`config.mk`:
```
export PLATFORM = sky130hd
export DESIGN_NAME = pll_lock_detect
export DESIGN_NICKNAME = d
export VERILOG_FILES = /design/src/rtl/lockdet_pkg.sv /design/src/rtl/lockdet_window.sv /design/src/rtl/lockdet_phase_meas.sv /design/src/rtl/lockdet_ctrl.sv /design/src/rtl/pll_lock_detect.sv
export SDC_FILE = /design/constraint.sdc
export NUM_CORES = 1
export LEC_CHECK = 0
export BUFFER_PORTS_ARGS = -buffer_cell sky130_fd_sc_hd__buf_2
export CAP_MARGIN = 20
export CORE_UTILIZATION = 55
export CTS_BUF_LIST = sky130_fd_sc_hd__clkbuf_4 sky130_fd_sc_hd__clkbuf_8
export DETAILED_ROUTE_END_ITERATION = 10
export PLACE_DENSITY = 0.79
export SLEW_MARGIN = 20
export SYNTH_ARGS = -nofsm -noshare
export SYNTH_HDL_FRONTEND = slang
export SYNTH_SLANG_ARGS = --single-unit
```
`constraint.sdc`:
```
create_clock -name clk -period 4.1 [get_ports clk]
set_clock_uncertainty 0.2 [all_clocks]
set_input_delay 0.82 -clock clk [delete_from_list [all_inputs] [get_ports clk]]
set_output_delay 0.82 -clock clk [all_outputs]
set_load 0.01 [all_outputs]
```
`src/rtl/lockdet_pkg.sv`:
```
package lockdet_pkg;

  localparam int CFG_W        = 16;
  localparam int LOCK_THR_LSB = 0;
  localparam int LOCK_THR_W   = 5;
  localparam int LOSS_THR_LSB = 5;
  localparam int LOSS_THR_W   = 3;
  localparam int WIN_LSB      = 8;
  localparam int WIN_W        = 3;
  localparam int MUL_LSB      = 11;
  localparam int MUL_W        = 2;
  localparam int MODE_BIT     = 14;

  // strobes from control to the datapath
  typedef struct packed {
    logic wideWin;
    logic holdClear;
  } ctrlStrobe_t;

  // result pulses from the datapath to control
  typedef struct packed {
    logic inPhase;
    logic outPhase;
  } phaseEvt_t;

  typedef enum logic [1:0] {
    MEAS_IDLE     = 2'd0,
    MEAS_WAIT_FB  = 2'd1,
    MEAS_WAIT_REF = 2'd2
  } measState_t;

endpackage

```
`src/rtl/lockdet_window.sv`:
```
module lockdet_window #(
  parameter int WIN_W = 3,
  parameter int MUL_W = 2
) (
  input  logic [WIN_W-1:0]                   winVal,
  input  logic [MUL_W-1:0]                   winMul,
  input  logic                               wideWin,
  output logic [WIN_W+(1<<MUL_W)-2:0]        winLimit
);

  localparam int MUL_STEPS = 1 << MUL_W;
  localparam int SCALED_W  = WIN_W + MUL_STEPS - 1;

  logic [SCALED_W-1:0] baseWin;
  logic [SCALED_W-1:0] scaledOpt [MUL_STEPS];

  assign baseWin = SCALED_W'(winVal);

  // one shifted copy of the base window per multiplier setting
  for (genvar k = 0; k < MUL_STEPS; k++) begin : g_scale
    assign scaledOpt[k] = baseWin << k;
  end

  assign winLimit = wideWin ? scaledOpt[winMul] : baseWin;

endmodule

```
`src/rtl/lockdet_phase_meas.sv`:
```
module lockdet_phase_meas
  import lockdet_pkg::*;
#(
  parameter int ERR_W    = 8,
  parameter int MAX_ERR  = 255,
  parameter int LIMIT_W  = 6
) (
  input  logic               clk,
  input  logic               rst,
  input  logic               refIn,
  input  logic               fbIn,
  input  logic [LIMIT_W-1:0] winLimit,
  input  ctrlStrobe_t        ctrl,
  output phaseEvt_t          evt
);

  localparam int CMP_W = ((ERR_W > LIMIT_W) ? ERR_W : LIMIT_W) + 1;

  logic             refPrev, fbPrev;
  logic             refRise, fbRise;
  logic             partnerRise;
  measState_t       state;
  logic [ERR_W-1:0] errCnt;
  logic [ERR_W-1:0] errNext;
  logic             inWin;
  logic             timeoutHit;

  always_ff @(posedge clk) begin
    if (rst) begin
      refPrev <= 1'b0;
      fbPrev  <= 1'b0;
    end else begin
      refPrev <= refIn;
      fbPrev  <= fbIn;
    end
  end

  assign refRise     = refIn & ~refPrev;
  assign fbRise      = fbIn & ~fbPrev;
  assign partnerRise = (state == MEAS_WAIT_FB) ? fbRise : refRise;
  assign errNext     = errCnt + ERR_W'(1);
  assign inWin       = CMP_W'(errNext) <= CMP_W'(winLimit);
  assign timeoutHit  = (errNext == ERR_W'(MAX_ERR));

  always_ff @(posedge clk) begin
    if (rst || ctrl.holdClear) begin
      state  <= MEAS_IDLE;
      errCnt <= '0;
      evt    <= '0;
    end else begin
      evt <= '0;
      case (state)
        MEAS_IDLE: begin
          errCnt <= '0;
          if (refRise && fbRise) begin
            evt.inPhase <= 1'b1;
          end else if (refRise) begin
            state <= MEAS_WAIT_FB;
          end else if (fbRise) begin
            state <= MEAS_WAIT_REF;
          end
        end
        MEAS_WAIT_FB, MEAS_WAIT_REF: begin
          if (partnerRise) begin
            evt.inPhase  <= inWin;
            evt.outPhase <= ~inWin;
            state        <= MEAS_IDLE;
            errCnt       <= '0;
          end else if (timeoutHit) begin
            evt.outPhase <= 1'b1;
            state        <= MEAS_IDLE;
            errCnt       <= '0;
          end else begin
            errCnt <= errNext;
          end
        end
        default: begin
          state  <= MEAS_IDLE;
          errCnt <= '0;
        end
      endcase
    end
  end


  evt_exclusive_chk: assert property (@(posedge clk) disable iff (rst)
    !(evt.inPhase && evt.outPhase));


  err_bound_chk: assert property (@(posedge clk) disable iff (rst)
    (state != MEAS_IDLE) |-> (errCnt < ERR_W'(MAX_ERR)));


  hold_quiet_chk: assert property (@(posedge clk) disable iff (rst)
    ctrl.holdClear |=> (evt == '0));


  coincident_in_chk: assert property (@(posedge clk) disable iff (rst)
    (state == MEAS_IDLE && refRise && fbRise && !ctrl.holdClear) |=> evt.inPhase);

endmodule

```
`src/rtl/lockdet_ctrl.sv`:
```
module lockdet_ctrl
  import lockdet_pkg::*;
#(
  parameter int LOCK_THR_W = 5,
  parameter int LOSS_THR_W = 3
) (
  input  logic                  clk,
  input  logic                  rst,
  input  phaseEvt_t             evt,
  input  logic [LOCK_THR_W-1:0] lockThr,
  input  logic [LOSS_THR_W-1:0] lossThr,
  input  logic                  modeAlt,
  output ctrlStrobe_t           ctrl,
  output logic                  lockQ
);

  localparam int RUN_W = (LOCK_THR_W > LOSS_THR_W) ? LOCK_THR_W : LOSS_THR_W;

  logic [RUN_W-1:0] runCnt;
  logic [RUN_W-1:0] runNext;
  logic [RUN_W-1:0] lockTarget;
  logic [RUN_W-1:0] lossTarget;

  assign runNext    = runCnt + RUN_W'(1);
  assign lockTarget = (lockThr == '0) ? RUN_W'(1) : RUN_W'(lockThr);
  assign lossTarget = (lossThr == '0) ? RUN_W'(1) : RUN_W'(lossThr);

  assign ctrl.wideWin   = lockQ;
  assign ctrl.holdClear = modeAlt;

  always_ff @(posedge clk) begin
    if (rst || modeAlt) begin
      lockQ  <= 1'b0;
      runCnt <= '0;
    end else if (evt.inPhase) begin
      if (lockQ) begin
        runCnt <= '0;
      end else if (runNext >= lockTarget) begin
        lockQ  <= 1'b1;
        runCnt <= '0;
      end else begin
        runCnt <= runNext;
      end
    end else if (evt.outPhase) begin
      if (!lockQ) begin
        runCnt <= '0;
      end else if (runNext >= lossTarget) begin
        lockQ  <= 1'b0;
        runCnt <= '0;
      end else begin
        runCnt <= runNext;
      end
    end
  end


  lock_rise_cause_chk: assert property (@(posedge clk) disable iff (rst)
    $rose(lockQ) |-> $past(evt.inPhase));


  lock_fall_cause_chk: assert property (@(posedge clk) disable iff (rst)
    $fell(lockQ) |-> ($past(evt.outPhase) || $past(modeAlt)));


  alt_mode_unlock_chk: assert property (@(posedge clk) disable iff (rst)
    modeAlt |=> (!lockQ && runCnt == '0));


  run_break_chk: assert property (@(posedge clk) disable iff (rst)
    (evt.inPhase && lockQ && !modeAlt) |=> (runCnt == '0));

endmodule

```
`src/rtl/pll_lock_detect.sv`:
```
module pll_lock_detect
  import lockdet_pkg::*;
#(
  parameter int ERR_W   = 8,
  parameter int MAX_ERR = 255
) (
  input  logic             clk,
  input  logic             rst,
  input  logic             refDivClk,
  input  logic             fbDivClk,
  input  logic [CFG_W-1:0] cfgWord,
  output logic             lockStatus,
  output logic             inPhasePulse,
  output logic             outPhasePulse
);

  localparam int LIMIT_W = WIN_W + (1 << MUL_W) - 1;

  ctrlStrobe_t          ctrl;
  phaseEvt_t            evt;
  logic [LIMIT_W-1:0]   winLimit;
  logic                 lockQ;
  logic                 unusedCfgBits;

  assign unusedCfgBits = ^{cfgWord[CFG_W-1], cfgWord[MODE_BIT-1]};

  lockdet_window #(
    .WIN_W (WIN_W),
    .MUL_W (MUL_W)
  ) u_window (
    .winVal   (cfgWord[WIN_LSB +: WIN_W]),
    .winMul   (cfgWord[MUL_LSB +: MUL_W]),
    .wideWin  (ctrl.wideWin),
    .winLimit (winLimit)
  );

  lockdet_phase_meas #(
    .ERR_W   (ERR_W),
    .MAX_ERR (MAX_ERR),
    .LIMIT_W (LIMIT_W)
  ) u_meas (
    .clk      (clk),
    .rst      (rst),
    .refIn    (refDivClk),
    .fbIn     (fbDivClk),
    .winLimit (winLimit),
    .ctrl     (ctrl),
    .evt      (evt)
  );

  lockdet_ctrl #(
    .LOCK_THR_W (LOCK_THR_W),
    .LOSS_THR_W (LOSS_THR_W)
  ) u_ctrl (
    .clk     (clk),
    .rst     (rst),
    .evt     (evt),
    .lockThr (cfgWord[LOCK_THR_LSB +: LOCK_THR_W]),
    .lossThr (cfgWord[LOSS_THR_LSB +: LOSS_THR_W]),
    .modeAlt (cfgWord[MODE_BIT]),
    .ctrl    (ctrl),
    .lockQ   (lockQ)
  );

  assign lockStatus    = lockQ;
  assign inPhasePulse  = evt.inPhase;
  assign outPhasePulse = evt.outPhase;

endmodule

```
==> flow_metrics.py <==
metrics = {
    "clock_network": {
        "clk_latency_ns": 0.30,
        "hold_buffers": 0,
        "tritoncts": "yes",
        "path_clk_slew_ns": 0.10,
        "cts_root_buf": "clkbuf_4",
        "cts_max_path_buffers": 2,
        "h-tree-depth": 1,
        "cts_made_buffers": 3,
        "cts_resized": 0,
        "cts_sinks": 20,
        "cts_setup_buffers": 0,
    },
    "grt": {
        "first_global_vias": 1363,
        "grt_pass1_wl_mm": 5.58,
        "grt_util_all_layers_pct": 22.0,
        "overflow": 0,
        "antenna_found_initial": 0,
        "grt_max_degree": 12,
    },
    "layout": {
        "finalNonFillerCells": 239,
        "layout-drive-gt1-share_pct": 17.8,
        "fin_area_um2": 1720,
        "antenna_cells": 0,
        "final_cell_mix": "20 x ha_1, 20 x buf_2, 20 x dfxtp_1",
        "final_nets": 249,
        "final_core_util_pct": 62.4,
        "fill_cells": 247,
        "syn_to_final_growth_pct": 8.09,
    },
    "logic_synthesis": {
        "postSynthAreaPerCell_um2": 8.30,
        "netlist_area_um2": 1590,
        "ys_warn_count": 0,
        "synthCells": 192,
        "synthArstFlopShare_pct": 0,
        "synth_cell_type_count": 49,
        "syn_nets": 232,
        "ys_seq_area_share_pct": 25.1,
        "ys_ff_latch": 20,
        "ys.flop_type": "dfxtp_1",
        "synth_edf_count": 0,
    },
    "setup_path": {
        "crit-reg2reg-launch": "u_meas.errCnt[0]",
        "crit_path_max_fanout": 9,
        "cp-end-kind": "register",
        "rr_worst_depth": 9,
        "r2r_slack_ns": 1.31,
        "cp.required_ns": 4.10,
        "crit_chain": "buf_2, nand2b_1, a311o_1, ha_1, a2111oi_0, a21oi_1, nor3_2, nand2_1, a2111oi_2",
        "worstPathArrival_ns": 2.98,
        "reg2reg_to": "u_meas.evt[1]",
        "cp-start-kind": "input port",
        "critical_path_class": "input port to register",
        "critPathSlowestCell": "a2111oi_0",
        "cp_slowest_stage_delay_ns": 0.45,
    },
    "sta": {
        "slew_viol_final": 0,
        "timing.final.crit_share_pct": 72.8,
        "finalSetupTns_ns": 0,
        "setup-violations-final": 0,
        "layout_min_cycle_time_ns": 2.99,
        "grt_setup_unrepaired": "false",
        "tightest_slew_ns": 0.569,
        "max_freq_mhz": 335,
        "relSlewSlack_pct": 61.9,
        "hold_viol_final": 0,
    },
    "die": {
        "io_pins": 23,
        "row_count": 19,
        "die_area_um2": 3120,
        "core_area_um2": 2760,
        "initial_core_util_pct": 57.8,
        "die-width_um": 55.8,
        "dieHeight_um": 55.8,
    },
    "placement": {
        "dpl-instance-area_um2": 1690,
        "portBuffers": 20,
        "dpl.cell_count": 235,
        "hpwlAfterDp_mm": 2.60,
        "gp_congestion": 0.802,
    },
    "power_and_ir_drop": {
        "leakagePower_nw": 0.794,
        "power_mw": 0.365,
        "p_per_area_nw_per_um2": 212,
        "ir_worst_vdd_mv": 0.206,
    },
    "hold_path": {
        "hp-class": "register to register",
        "worstHoldPathCells": 1,
        "min-delay-start": "u_ctrl.runCnt[1]",
        "hold_end": "u_ctrl.runCnt[1]",
    },
    "drt": {
        "ant_nets": 0,
        "drtPass1Iterations": 4,
        "route.met3.wl_um": 106,
        "wl_met1_mm": 1.46,
        "met2WireLength_mm": 1.62,
        "vias": 1416,
        "routedWlPerCell_um": 13.6,
        "drt-total-wl_mm": 3.24,
        "drt_iter0_markers": 39,
        "via_per_inst": 5.92,
        "drc": 0,
        "dr.max_layer_used": "met4",
    },
    "outcome": {
        "status": "finished clean",
    },
    "run": {
        "drv_cap": 0,
    },
}
[layout make-up]
class | count | area (um^2) | area share, %
well taps | 31 | 38.8 | 2.25
clock buffers | 4 | 36.3 | 2.11
flip-flops and latches | 20 | 400 | 23.3
repair buffers | 20 | 100 | 5.81
inverters | 16 | 60.1 | 3.49
multi-input cells | 148 | 1090 | 63.1
[critical path, delay by kind of cell]
family | cells | cell delay [ns]
AO/OA/AOI/OAI | 4 | 1.27
AND/OR/NAND/NOR | 3 | 0.42
adder cells (fa/ha/maj) | 1 | 0.33
buffers and inverters | 1 | 0.14
[report_power, final]
group          switching (mW)  internal, mW  leakage (nW)
sequential            0.00228         0.197         0.162
clock                  0.0596        0.0541        0.0210
combinational          0.0292        0.0232         0.611
[routing by layer]
layer  vias up  track usage [%]
met1       656             27.3
met3         6             3.26
met2        28             37.7
met4         0             9.76
met5         -                0
li1        726                -
[worst max path at each step]
| stage | startpoint | endpoint | cells after the start |
|---|---|---|---|
| 2_1_floorplan | cfgWord[11] | u_meas.evt[1] | 9 |
| 3_3_place_gp | cfgWord[11] | u_meas.evt[1] | 9 |
| 3_5_place_dp | cfgWord[11] | u_meas.evt[1] | 9 |
| 4_1_cts | cfgWord[11] | u_meas.evt[1] | 9 |
| 5_1_grt | cfgWord[11] | u_meas.evt[1] | 9 |
| 6_report | cfgWord[11] | u_meas.evt[1] | 9 |
[registers in the layout (all words and copies together) (netlist names)]
| signal | count |
|---|---|
| u_meas.refPrev | 1 |
| u_meas.state | 2 |
| u_meas.evt | 2 |
| u_ctrl.runCnt | 5 |
| u_meas.errCnt | 8 |
| u_meas.fbPrev | 1 |
| u_ctrl.lockQ | 1 |
[through the flow]
stage	hold WS (ns)	setup WS, ns
CTS	0.327	1.14
global placement	0.282	0.936
detailed placement	0.303	0.834
global route	0.350	1.02
finish	0.324	1.11
floorplan	0.269	1.03
[cell families (layout without fill, tap and decap cells)]
logic type	after synthesis	after routing	share of synthesized area (%)
buffers and inverters	24	40	6.68
DFF	20	20	25.1
and+or+nand+nor	69	69	23.7
AOI/OAI and AO/OA	48	48	22.7
xor gates and xnor gates	11	11	6.05
adders and majority gates	20	20	15.7
[cell usage after synthesis, types with 5 or more instances]
cell type	instances	area [um^2]
nand2_1	13	48.8
ha_1	20	250
nand3_1	8	40.0
inv_1	16	60.1
nor2b_1	6	37.5
a21oi_1	9	45.0
nand2b_1	5	31.3
dfxtp_1	20	400
xnor2_1	7	61.3
nor2_1	11	41.3
clkbuf_1	5	18.8
No activity file was read; power rests on OpenSTA's default activity.
